`config.mk`:
```
export PLATFORM = sky130hd
export DESIGN_NAME = uart_irq_prio
export DESIGN_NICKNAME = d
export VERILOG_FILES = /design/src/rtl/uart_irq_pkg.sv /design/src/rtl/uart_modem_track.sv /design/src/rtl/uart_irq_src.sv /design/src/rtl/uart_irq_enc.sv /design/src/rtl/uart_irq_prio.sv
export SDC_FILE = /design/constraint.sdc
export NUM_CORES = 1
export LEC_CHECK = 0
export BUFFER_PORTS_ARGS = -buffer_cell sky130_fd_sc_hd__buf_2
export CAP_MARGIN = 20
export CELL_PAD_IN_SITES_DETAIL_PLACEMENT = 0
export CELL_PAD_IN_SITES_GLOBAL_PLACEMENT = 1
export CORE_ASPECT_RATIO = 1.5
export CORE_MARGIN = 1.5
export CORE_UTILIZATION = 35
export CTS_CLUSTER_SIZE = 8
export DETAILED_ROUTE_END_ITERATION = 7
export PLACE_DENSITY_LB_ADDON = 0.1
export SYNTH_ARGS = -nofsm -noshare
export SYNTH_HDL_FRONTEND = slang
export SYNTH_SLANG_ARGS = --single-unit
```
`constraint.sdc`:
```
create_clock -name clk_i -period 1.8 [get_ports clk_i]
set_input_delay 0 -clock clk_i [delete_from_list [all_inputs] [get_ports clk_i]]
set_output_delay 0 -clock clk_i [all_outputs]
set_load 0.02 [all_outputs]
```
`src/rtl/uart_irq_pkg.sv`:
```
package uart_irq_pkg;
  typedef enum logic [3:0] {
    ID_MODEM = 4'b0000,
    ID_NONE  = 4'b0001,
    ID_THRE  = 4'b0010,
    ID_RDA   = 4'b0100,
    ID_LINE  = 4'b0110,
    ID_CTO   = 4'b1100
  } irq_id_e;

  localparam int IER_RX    = 0;
  localparam int IER_THRE  = 1;
  localparam int IER_LINE  = 2;
  localparam int IER_MODEM = 3;

  localparam int MODEM_W = 4;
  localparam int RI_BIT  = 2;
endpackage

```
`src/rtl/uart_modem_track.sv`:
```
module uart_modem_track
  import uart_irq_pkg::*;
#(
  parameter int SYNC_STAGES = 2
) (
  input  logic               clk_i,
  input  logic               rst_ni,
  input  logic [MODEM_W-1:0] modem_i,
  input  logic               rd_i,
  output logic [MODEM_W-1:0] level_o,
  output logic [MODEM_W-1:0] chg_o
);
  localparam int LAST = SYNC_STAGES - 1;

  logic [SYNC_STAGES-1:0][MODEM_W-1:0] sync_q;
  logic [MODEM_W-1:0] prev_q, chg_q, det;

  for (genvar s = 0; s < SYNC_STAGES; s++) begin : g_sync
    always_ff @(posedge clk_i or negedge rst_ni) begin
      if (!rst_ni)     sync_q[s] <= '0;
      else if (s == 0) sync_q[s] <= modem_i;
      else             sync_q[s] <= sync_q[(s == 0) ? 0 : s-1];
    end
  end

  // RI flags only its trailing edge; the others flag either edge
  for (genvar b = 0; b < MODEM_W; b++) begin : g_det
    if (b == RI_BIT) begin : g_fall
      assign det[b] = prev_q[b] & ~sync_q[LAST][b];
    end else begin : g_any
      assign det[b] = prev_q[b] ^ sync_q[LAST][b];
    end
  end

  always_ff @(posedge clk_i or negedge rst_ni) begin
    if (!rst_ni) begin
      prev_q <= '0;
      chg_q  <= '0;
    end else begin
      prev_q <= sync_q[LAST];
      chg_q  <= (rd_i ? '0 : chg_q) | det;  // new change wins over read
    end
  end

  assign level_o = sync_q[LAST];
  assign chg_o   = chg_q;
endmodule

```
`src/rtl/uart_irq_src.sv`:
```
module uart_irq_src (
  input  logic clk_i,
  input  logic rst_ni,
  input  logic line_err_i,
  input  logic lsr_rd_i,
  input  logic thr_empty_i,
  input  logic thre_en_i,
  input  logic id_rd_i,
  input  logic thre_shown_i,
  output logic line_pend_o,
  output logic thre_pend_o
);
  logic line_q, thre_q, thr_prev_q, en_prev_q;
  logic thre_set, thre_clr;

  assign thre_set = thr_empty_i & (~thr_prev_q | (thre_en_i & ~en_prev_q));
  assign thre_clr = (id_rd_i & thre_shown_i) | ~thr_empty_i;

  always_ff @(posedge clk_i or negedge rst_ni) begin
    if (!rst_ni) begin
      line_q     <= 1'b0;
      thre_q     <= 1'b0;
      thr_prev_q <= 1'b0;
      en_prev_q  <= 1'b0;
    end else begin
      line_q     <= line_err_i | (line_q & ~lsr_rd_i);
      thre_q     <= thre_set | (thre_q & ~thre_clr);
      thr_prev_q <= thr_empty_i;
      en_prev_q  <= thre_en_i;
    end
  end

  assign line_pend_o = line_q;
  assign thre_pend_o = thre_q;
endmodule

```
`src/rtl/uart_irq_enc.sv`:
```
module uart_irq_enc
  import uart_irq_pkg::*;
(
  input  logic [4:0] pend_i,  // masked: {line, rda, cto, thre, modem}
  output logic [3:0] id_o
);
  irq_id_e id;

  always_comb begin
    if      (pend_i[4]) id = ID_LINE;
    else if (pend_i[3]) id = ID_RDA;
    else if (pend_i[2]) id = ID_CTO;
    else if (pend_i[1]) id = ID_THRE;
    else if (pend_i[0]) id = ID_MODEM;
    else                id = ID_NONE;
  end

  assign id_o = id;
endmodule

```
`src/rtl/uart_irq_prio.sv`:
```
module uart_irq_prio
  import uart_irq_pkg::*;
#(
  parameter int SYNC_STAGES = 2
) (
  input  logic       clk_i,
  input  logic       rst_ni,
  input  logic [3:0] ier_i,
  input  logic       line_err_i,
  input  logic       rx_thresh_i,
  input  logic       rx_timeout_i,
  input  logic       thr_empty_i,
  input  logic       id_rd_i,
  input  logic       lsr_rd_i,
  input  logic       msr_rd_i,
  input  logic       cts_i,
  input  logic       dsr_i,
  input  logic       ri_i,
  input  logic       dcd_i,
  input  logic [1:0] mcr_i,
  output logic [3:0] id_o,
  output logic       irq_o,
  output logic [7:0] msr_o,
  output logic       dtr_o,
  output logic       rts_o
);
  logic [MODEM_W-1:0] lvl, chg;
  logic line_pend, thre_pend, modem_pend;
  logic [4:0] masked;

  uart_modem_track #(.SYNC_STAGES(SYNC_STAGES)) u_modem (
    .clk_i   (clk_i),
    .rst_ni  (rst_ni),
    .modem_i ({dcd_i, ri_i, dsr_i, cts_i}),
    .rd_i    (msr_rd_i),
    .level_o (lvl),
    .chg_o   (chg)
  );

  uart_irq_src u_src (
    .clk_i        (clk_i),
    .rst_ni       (rst_ni),
    .line_err_i   (line_err_i),
    .lsr_rd_i     (lsr_rd_i),
    .thr_empty_i  (thr_empty_i),
    .thre_en_i    (ier_i[IER_THRE]),
    .id_rd_i      (id_rd_i),
    .thre_shown_i (id_o == ID_THRE),
    .line_pend_o  (line_pend),
    .thre_pend_o  (thre_pend)
  );

  assign modem_pend = |chg;

  assign masked = {line_pend    & ier_i[IER_LINE],
                   rx_thresh_i  & ier_i[IER_RX],
                   rx_timeout_i & ier_i[IER_RX],
                   thre_pend    & ier_i[IER_THRE],
                   modem_pend   & ier_i[IER_MODEM]};

  uart_irq_enc u_enc (
    .pend_i (masked),
    .id_o   (id_o)
  );

  assign irq_o = |masked;
  assign msr_o = {lvl, chg};
  assign dtr_o = mcr_i[0];
  assign rts_o = mcr_i[1];
endmodule

```
# Yosys cells after proc, flatten, opt, wreduce, memory -nomap -nowiden

Cells that the tools add are included.

Flip-flop bits (word level): 20
Bits of input ports: 19

Equality and inequality tests: 1
Multiplexer cells: 6
Bitwise operators: 25
Reduce and logical (&&, ||, !) cells: 2

Operator list:

| cell                                                                   | number |
|---|---|
| 4-bit 2-to-1 mux                                                       | 5 |
| 1-bit bitwise AND                                                      | 11 |
| 1-bit NOT                                                              | 6 |
| 5-bit OR reduction                                                     | 1 |
| 4-bit by 2-bit equality test with 1-bit output (second input constant) | 1 |
| 1-bit bitwise OR                                                       | 4 |
| 4-bit bitwise OR                                                       | 1 |
| 4-bit OR reduction                                                     | 1 |
| 1-bit bitwise XOR                                                      | 3 |
| 1-bit 2-to-1 mux                                                       | 1 |

# Logic depth before layout (Yosys ltp)

Gate-level depths: netlist of run 1.

Word-level depth: 13
Mapped depth: 4
Gate-level depth less buffers: 4

# Hierarchy

From an unflattened synthesis of run 1, not the netlist that was laid out.

Cells, all modules: 57
Area, all modules: 758.2 µm²

Modules (own cells, without submodules):

| module           | instances | cells each | area an instance (µm²) | sequential area each (µm²) |
|---|---|---|---|---|
| uart_modem_track | 1         | 32         | 496.7                  | 400.4 |
| uart_irq_src     | 1         | 10         | 143.9                  | 100.1 |
| uart_irq_prio    | 1         | 10         | 76.3                   | 0.0 |
| uart_irq_enc     | 1         | 5          | 41.3                   | 0.0 |

# Least setup slack after synthesis of run 1

No wires, ideal clock.

Kind: register to output
Start point: register u_modem.chg_q[0], in the netlist u_modem.chg_o[0]
End point: output port id_o[0]
Data arrival time: 1,101 ps
Required time: 1,800 ps
Setup slack: 699 ps
Cell stages (with the launch flop): 3
Path buffers: 0
Cells stage by stage: dfrtp_1 > o41ai_2 > and3_2

Word-level cells in the longest chain between the ends: 7

Ends and longest elaborated chain:

| element                | line                   | RTL |
|---|---|---|
| start, declared        | uart_modem_track.sv:16 | `logic [MODEM_W-1:0] prev_q, chg_q, det;` |
| start signal, assigned | uart_modem_track.sv:41 | `chg_q <= (rd_i ? '0 : chg_q) \| det;` |
| 4-bit OR reduction     | uart_irq_prio.sv:53    | `assign modem_pend = \|chg;` |
| 1-bit bitwise AND      | uart_irq_prio.sv:59    | `modem_pend & ier_i[IER_MODEM]};` |
| 1-bit 2-to-1 mux       | uart_irq_enc.sv:14     | `else if (pend_i[0]) id = ID_MODEM;` |
| 4-bit 2-to-1 mux       | uart_irq_enc.sv:13     | `else if (pend_i[1]) id = ID_THRE;` |
| 4-bit 2-to-1 mux       | uart_irq_enc.sv:12     | `else if (pend_i[2]) id = ID_CTO;` |
| 4-bit 2-to-1 mux       | uart_irq_enc.sv:11     | `else if (pend_i[3]) id = ID_RDA;` |
| 4-bit 2-to-1 mux       | uart_irq_enc.sv:10     | `if (pend_i[4]) id = ID_LINE;` |
| end, declared          | uart_irq_prio.sv:21    | `output logic [3:0] id_o,` |

Every way passes these cells.

# Worst setup path after layout of run 1

Ends and elaborated chain as after synthesis.

==> results of run 1 <==
## stage by stage
stage	hold slack (ps)	setup WS, ps
3_3_place_gp	-40.7	693
4_1_cts	0.137	327
2_1_floorplan	-296	699
6_report	0.0435	351
3_5_place_dp	-37.9	673
5_1_grt	0.115	275
## critical path, cell delays in order, from the launching register on
cell and delay [ps]:
dfrtp_1 420, o41ai_2 370, and3_2 220, buf_2 150
## path summary, 6_finish.rpt
path                       slack, ps         startpoint  depth (start not counted)                 end
max                              350   u_modem.chg_o[0]                          3             id_o[0]
min                             0.04           mcr_i[0]                          0               dtr_o
max reg2reg                      570  u_src.line_pend_o                          2   u_src.line_pend_o
min reg2reg                      360  u_modem.sync_q[0]                          0  u_modem.level_o[0]
max in group asynchronous       1330             rst_ni                          2   u_modem.sync_q[3]
min in group asynchronous        180             rst_ni                          2    u_modem.chg_o[0]
## cells by family after synthesis
logic type | after synthesis
flip-flops | 20
buffers and inverters | 14
AO/OA/AOI/OAI | 11
AND/OR/NAND/NOR | 7
XOR/XNOR | 3
## flip-flops by register name, indices dropped and copies added (netlist names)
register           count
u_modem.prev_q         4
u_modem.chg_o          4
u_src.thre_pend_o      1
u_src.thr_prev_q       1
u_modem.sync_q         4
u_src.en_prev_q        1
u_modem.level_o        4
u_src.line_pend_o      1
## synthesized netlist by cell type
library cell / count
nand4_1: 1
inv_1: 7
dfrtp_1: 20
and3_2: 1
o41ai_2: 1
nor2_1: 1
a21o_1: 1
nand2_1: 2
o21ai_0: 5
o22ai_1: 1
a21oi_2: 1
nand3_1: 2
o221a_1: 1
inv_2: 1
o21a_1: 1
xnor2_1: 3
buf_4: 6
## power by group through the flow
stage | registers (mW) | logic (mW) | clock network, mW
floorplan | 0.515 | 0.0596 | 0
global placement | 0.504 | 0.114 | 0
detailed placement | 0.506 | 0.114 | 0
CTS | 0.497 | 0.131 | 0.255
global route | 0.501 | 0.142 | 0.271
finish | 0.496 | 0.129 | 0.244
## layout make-up
cell class                 count  area, sq um  area share, %
multi-input combinational     21          144           14.6
inverter                       8         30.0           3.06
sequential                    20          500           51.0
timing repair buffer          39          245           25.0
clock buffer                   4         36.3           3.69
tap                           21         26.3           2.68
## routing by layer
layer	vias to the layer above	track usage, %
li1	247	-
met1	234	10.6
met2	28	20.3
met3	0	1.89
met4	0	4.43
met5	-	0
## timing repair
item / CTS / global route
resized for setup: 0 / 0
hold buffers: 10 / 0
hold endpoints to repair: 32 / 0
endpoints found under the setup margin: 0 / 0
==> flow_summary_export.csv, run 1 <==
group,metric,value,unit
synth,syn_inst,55,
timing,finClkSkew,0.737,ps
floorplanning,coreArea,1880,sq um
timing,fmax,0.690,GHz
pwr,p_comb_share,14.8,%
final_layout,drive_gt1_share,40.2,%
pwr,power_frac_seq,57.1,%
clock_network,postCtsSetupBuffers,0,
final_layout,final_common_cell,"buf_2",
clock_network,cts_tree,"yes",
routing,drt_iter0_drc,1,
synth,synth_cell_types,17,
run_status,status,"completed",
global_routing,grt_usage,10.8,%
final_layout,layoutNonFillerInstCount,113,
clock_network,htreeDepth,1,
synth,ys_warn_count,0,
pwr,clkPwrFrac,28.0,%
final_layout,layout.nets,112,
routing,antenna_left,0,
clock_network,clk_latency,280,ps
global_routing,antenna_found_initial,0,
worst_setup_path,worstPathRequired,1800,ps
final_layout,syn2layout_area_growth,36.5,%
floorplanning,dieWidth,40.0,microns
routing,firstDrtPassIters,2,
routing,vias,509,
worst_setup_path,critical_path_class,"reg2out",
synth,syn_avg_cell_area,13.1,sq um
synth,yosys.area.top_type,"dfrtp_1",
floorplanning,initial_core_util,38.3,%
placement,dp_hpwl,907,microns
routing,wl_per_cell,10.8,microns
pwr,peakVddDrop,0.591,mV
timing,setup-violations-final,0,
timing,post-route-min-period,1450,ps
global_routing,grt_max_degree,21,
routing,wl_met2,588,microns
worst_setup_path,critical_path_arrival,1450,ps
synth,synth-xor-area-share,3.65,%
global_routing,grt_pass1_wl,1760,microns
worst_setup_path,start_kind,"register",
timing,slew_headroom,72.5,%
flow_run,drv.max_cap_violation_count,0,
final_layout,final_core_util,52.3,%
floorplanning,io_pins,34,
synth,synth_fa_ha_area_share,0,%
routing,highest_layer,"met3",
min_path,hold_path_class,"in2out",
pwr,p_sw_share,24.0,%
synth,synth_nets,74,
synth,synth_top_area_share,69.6,%
global_routing,grt-ovfl-total,0,
timing,finalHoldViolCount,0,
global_routing,grt_pass1_vias,491,
synth,ys_ff_latch,20,
synth,syn_area,719,sq um
placement,postPlaceCellArea,846,sq um
placement,dp_cells,99,
pwr,p_switching,209,uW
clock_network,clock-sinks,20,
routing,drc,0,
placement,portBuffers,29,
placement,place_congestion,0.615,
synth,synth_compound_area_share,11.5,%
final_layout,antennaDiodeCount,0,
clock_network,clkTransAtPathRegs,100,ps
synth,synth.area.mux_share,0,%
pwr,cellLeakagePower,0.496,nW
routing,wl,1220,microns
pwr,power_density,885,nW/um^2
synth,ys_top_cells_by_area,"dfrtp_1 70%, buf_4 6.3%, inv_1 3.7%",
clock_network,cts_buffer_depth,2,
timing,slew_viol_final,0,
synth,synth_top_family_by_area,"compound AO/OA/AOI/OAI gates",
clock_network,clock-root-buffer,"clkbuf_4",
timing,setup_tns,0,ps
floorplanning,dieArea,2340,sq um
floorplanning,rows,19,
worst_setup_path,path_max_fanout,3,
final_layout,fillers,177,
pwr,intPower,660,uW
routing,met3_wirelength,143,microns
timing,tightest_slew,413,ps
worst_setup_path,endpoint_kind,"output port",
timing,rsz0062_at_grt,"no",
timing,period_share,80.5,%
floorplanning,die_h,58.5,microns
final_layout,final_cell_mix,"29 x buf_2, 20 x dfrtp_1, 10 x dlygate4sd3_1",
synth,ys_seq_area_share,69.6,%
final_layout,stdcell_area,982,sq um
routing,via_per_inst,4.50,
clock_network,cts_buffers,3,
synth,synth-simple-area-share,4.87,%
routing,wl_met1,486,microns
pwr,p_total,869,uW
Note: power is estimated with default switching activity, not from simulation.
==> inputs of run 2 (changes only) <==
- CORE_UTILIZATION: 35 -> 33
- clock period: 1.8 -> 1.5 ns (I/O delays scaled with it)
==> flow_summary_export.csv, run 2 (synthesized netlist as in run 1, its figures left out) <==
group,metric,value,unit
run_status,status,"completed",
final_layout,final_common_cell,"buf_2",
final_layout,stdcell_area,998,sq um
routing,wl,1200,microns
global_routing,grt_pass1_wl,1840,microns
worst_setup_path,critical_path_arrival,1460,ps
clock_network,cts_buffer_depth,2,
timing,tightest_slew,420,ps
placement,portBuffers,29,
worst_setup_path,path_max_fanout,2,
final_layout,drive_gt1_share,40.2,%
clock_network,clk_latency,280,ps
worst_setup_path,crit_path_max_incr_delay,430,ps
floorplanning,rows,20,
worst_setup_path,slowest_stage,"dfrtp_1",
global_routing,antenna_found_initial,0,
routing,antenna_left,0,
floorplanning,dieWidth,41.1,microns
clock_network,cts_tree,"yes",
worst_setup_path,cp_top_family,"flip-flops",
final_layout,layout.nets,113,
floorplanning,initial_core_util,35.1,%
floorplanning,die_h,60.2,microns
global_routing,grt-ovfl-total,0,
final_layout,fillers,201,
routing,vias,509,
floorplanning,dieArea,2480,sq um
worst_setup_path,worstPathRequired,1500,ps
routing,drt_iter0_drc,8,
min_path,min_from,"mcr_i[0]",
placement,place_congestion,0.731,
timing,setup-violations-final,0,
clock_network,cts_buffers,3,
placement,postPlaceCellArea,847,sq um
clock_network,clock-root-buffer,"clkbuf_4",
worst_setup_path,path_cells,"o41ai_4, and3_4, buf_6",
pwr,peakVddDrop,0.438,mV
timing,post-route-min-period,1460,ps
floorplanning,coreArea,2050,sq um
routing,drc,0,
final_layout,final_core_util,48.7,%
timing,period_share,97.2,%
clock_network,clkTransAtPathRegs,100,ps
routing,wl_per_cell,10.5,microns
routing,firstDrtPassIters,2,
min_path,hold_path_class,"in2out",
worst_setup_path,critical_path_class,"reg2out",
final_layout,syn2layout_area_growth,38.8,%
pwr,power_density,999,nW/um^2
final_layout,antennaDiodeCount,0,
worst_setup_path,crit_start,"u_modem.chg_o[2]",
worst_setup_path,worst-path-buf-inv,1,
worst_setup_path,endpoint_kind,"output port",
final_layout,final_cell_mix,"28 x buf_2, 20 x dfrtp_1, 10 x dlygate4sd3_1",
flow_run,drv.max_cap_violation_count,0,
clock_network,htreeDepth,1,
global_routing,grt_pass1_vias,457,
timing,rsz0062_at_grt,"yes",
floorplanning,io_pins,34,
global_routing,grt_usage,11.6,%
global_routing,grt_max_degree,21,
timing,slew_viol_final,0,
timing,finalHoldViolCount,0,
timing,finClkSkew,0.800,ps
worst_setup_path,reg2reg_from,"u_src.line_pend_o",
worst_setup_path,start_kind,"register",
routing,via_per_inst,4.46,
clock_network,clock-sinks,20,
timing,fmax,0.686,GHz
pwr,cellLeakagePower,0.501,nW
timing,slew_headroom,72.0,%
placement,dp_hpwl,868,microns
run 2: power by group:
group / internal (mW) / switching, mW / total, mW
clock network: 0.0932 / 0.141 / 0.234
logic: 0.0790 / 0.0849 / 0.164
registers: 0.573 / 0.0266 / 0.600
run 2: repair_timing:
| item | 4_1_cts | 5_1_grt |
|---|---|---|
| hold buffers | 10 | 0 |
| hold endpoints to repair | 32 | 0 |
| resized for setup | 4 | 0 |
| setup buffers | 1 | 0 |
| pin swaps | 2 | 0 |
| setup endpoints to repair | 1 | 1 |
run 2: final timing paths:
check / endpoint / depth (start not counted) / slack (ps)
worst max-delay path: id_o[0] / 3 / 40
max in group asynchronous: u_modem.prev_q[0] / 2 / 1030
worst max register to register: u_src.line_pend_o / 2 / 280
min in group asynchronous: u_src.thr_prev_q / 2 / 170
worst min-delay path: dtr_o / 0 / 0.009
worst min register to register: u_modem.level_o[2] / 0 / 360
run 2: stage by stage:
stage	hold WS, ps	TNS, ps	instances	power (mW)	setup slack [ps]
6_report	0.00885	0	114	0.998	42.4
5_1_grt	0.0308	-35.8	114	1.06	-35.8
4_1_cts	0.236	0	114	1.02	4.71
3_5_place_dp	-28.7	0	100	0.744	303
3_3_place_gp	-35.5	0	100	0.741	328
2_1_floorplan	-296	0	55	0.690	399
run 2: area by class of cell:
type | instances | area, sq um | area share (%)
multi-input combinational | 21 | 159 | 15.9
sequential | 20 | 500 | 50.1
clock buffer | 3 | 22.5 | 2.26
tap | 22 | 27.5 | 2.76
inverter | 8 | 30.0 | 3.01
timing repair buffer | 40 | 259 | 25.9
run 2: worst reg2reg max path, stage by stage, from the launching register on:
cell,delay [ps]
dfrtp_1,410
a21o_1,160
dlygate4sd3_1,540
run 2: per-layer routing:
layer,up-vias,global-route usage (%),share of wire (%)
met5,-,0,0
met4,0,8.29,1.1
met3,2,2.23,7.1
met2,17,19.0,49
met1,236,12.5,43
li1,254,-,-
==> inputs of run 3 (changes only) <==
- PLACE_DENSITY_LB_ADDON: 0.1 -> 0.15
- SETUP_SLACK_MARGIN: unset -> 0.5
==> flow_summary_export.csv, run 3 (synthesized netlist as in run 1, its figures left out) <==
group,metric,value,unit
run_status,status,"completed",
worst_setup_path,cp_top_family,"flip-flops",
worst_setup_path,cp.depth,3,
timing,setup_tns,0,ps
global_routing,grt_pass1_vias,453,
worst_setup_path,endpoint_kind,"output port",
floorplanning,coreArea,2050,sq um
pwr,peakVddDrop,0.563,mV
clock_network,clk_latency,290,ps
floorplanning,initial_core_util,35.1,%
routing,firstDrtPassIters,3,
timing,setup-violations-final,0,
flow_run,drv.max_cap_violation_count,0,
global_routing,grt_usage,10.4,%
timing,tightest_slew,423,ps
final_layout,final_cell_mix,"23 x buf_2, 19 x dfrtp_1, 10 x dlygate4sd3_1",
placement,dp_hpwl,839,microns
min_path,hold_path_class,"in2out",
clock_network,clock-sinks,20,
routing,vias,518,
final_layout,antennaDiodeCount,0,
clock_network,cts_tree,"yes",
routing,drt_iter0_drc,2,
timing,slew_headroom,71.8,%
worst_setup_path,worstRegToRegCells,3,
timing,worst_slack,87.5,ps
pwr,cellLeakagePower,0.513,nW
global_routing,antenna_found_initial,0,
final_layout,layout.nets,114,
routing,antenna_left,0,
timing,post-route-min-period,1410,ps
worst_setup_path,worstPathRequired,1500,ps
clock_network,clock-root-buffer,"clkbuf_4",
global_routing,grt_max_degree,21,
placement,portBuffers,29,
worst_setup_path,critical_path_arrival,1410,ps
min_path,hold_path_depth,0,
routing,drc,0,
timing,fmax,0.708,GHz
clock_network,cts_buffers,3,
worst_setup_path,slowest_stage,"dfrtp_1",
worst_setup_path,path_max_fanout,2,
clock_network,clkTransAtPathRegs,100,ps
final_layout,final_common_cell,"buf_2",
clock_network,htreeDepth,1,
timing,rsz0062_at_grt,"yes",
worst_setup_path,crit_path_max_incr_delay,420,ps
floorplanning,die_h,60.2,microns
clock_network,cts_buffer_depth,2,
worst_setup_path,critical_path_class,"reg2out",
floorplanning,dieWidth,41.1,microns
routing,wl,1210,microns
routing,via_per_inst,4.47,
pwr,power_density,1000,nW/um^2
floorplanning,rows,20,
timing,finalHoldViolCount,0,
floorplanning,dieArea,2480,sq um
worst_setup_path,start_kind,"register",
worst_setup_path,path_cells,"o41ai_4, and3_4, buf_6",
timing,period_share,94.2,%
floorplanning,io_pins,34,
final_layout,syn2layout_area_growth,43.1,%
pwr,p_total,1.03,mW
final_layout,drive_gt1_share,42.6,%
timing,holdWs,0.0132,ps
placement,place_congestion,0.634,
timing,finClkSkew,1.45,ps
timing,slew_viol_final,0,
global_routing,grt-ovfl-total,0,
worst_setup_path,worst-path-buf-inv,1,
placement,place_ws,315,ps
global_routing,grt_pass1_wl,1680,microns
routing,wl_per_cell,10.5,microns
==> run 3: cell count changes in the layout (fill, tap and decap cells not counted), sizes merged <==
cell	previous run	this run
buf	30	31
clkbuf	3	4
==> run 3: worst reg2reg max path, delay by kind of cell, from the launching register on <==
family	cells	cell delay (ps)
buffers and inverters	1	70
AO/OA/AOI/OAI	2	400
flip-flops	1	410
==> run 3: final timing paths <==
kind	startpoint	endpoint	slack (ps)
max	u_modem.chg_o[2]	id_o[0]	90
min	mcr_i[1]	rts_o	0.01
max reg2reg	u_src.line_pend_o	u_src.thre_pend_o	520
min reg2reg	u_modem.sync_q[3]	u_modem.level_o[3]	360
max in group asynchronous	rst_ni	u_modem.chg_o[0]	1020
min in group asynchronous	rst_ni	u_modem.level_o[0]	160
==> run 3: final cells by class <==
type / instances / area [sq um]
clock buffer: 4 / 26.3
fill: 198 / 1020
inverter: 8 / 30.0
multi-input combinational: 21 / 161
sequential: 20 / 502
tap: 22 / 27.5
timing repair buffer: 41 / 283
==> run 3: per-stage QoR <==
| stage | utilization [%] | std cells | area [sq um] |
|---|---|---|---|
| detailed placement | 41.5 | 100 | 852 |
| global route | 50.2 | 116 | 1030 |
| finish | 50.2 | 116 | 1030 |
| CTS | 49.7 | 115 | 1020 |
| floorplan | - | 55 | 724 |
| global placement | 41.5 | 100 | 852 |
==> run 3: repair_timing <==
| item | in CTS | in global routing |
|---|---|---|
| gates cloned | 0 | 0 |
| pin swaps | 5 | 1 |
| gates resized for setup | 10 | 1 |
| hold buffers | 10 | 0 |
| setup buffers | 1 | 1 |
| endpoints found under the setup margin | 5 | 7 |
| endpoints found under the hold margin | 32 | 0 |
==> run 3: power breakdown <==
| group | leakage (nW) | switching, mW | internal [mW] |
|---|---|---|---|
| Sequential | 0.230 | 0.0254 | 0.574 |
| Combinational | 0.268 | 0.0874 | 0.0884 |
| Clock | 0.0150 | 0.152 | 0.103 |
==> run 3: routing by layer <==
| layer | GRT usage, % | routed length [microns] | vias to the layer above |
|---|---|---|---|
| met5 | 0 | 0 | - |
| met4 | 7.37 | 19 | 0 |
| met1 | 11.9 | 533 | 238 |
| met2 | 15.6 | 577 | 20 |
| li1 | - | - | 256 |
| met3 | 3.35 | 83 | 4 |
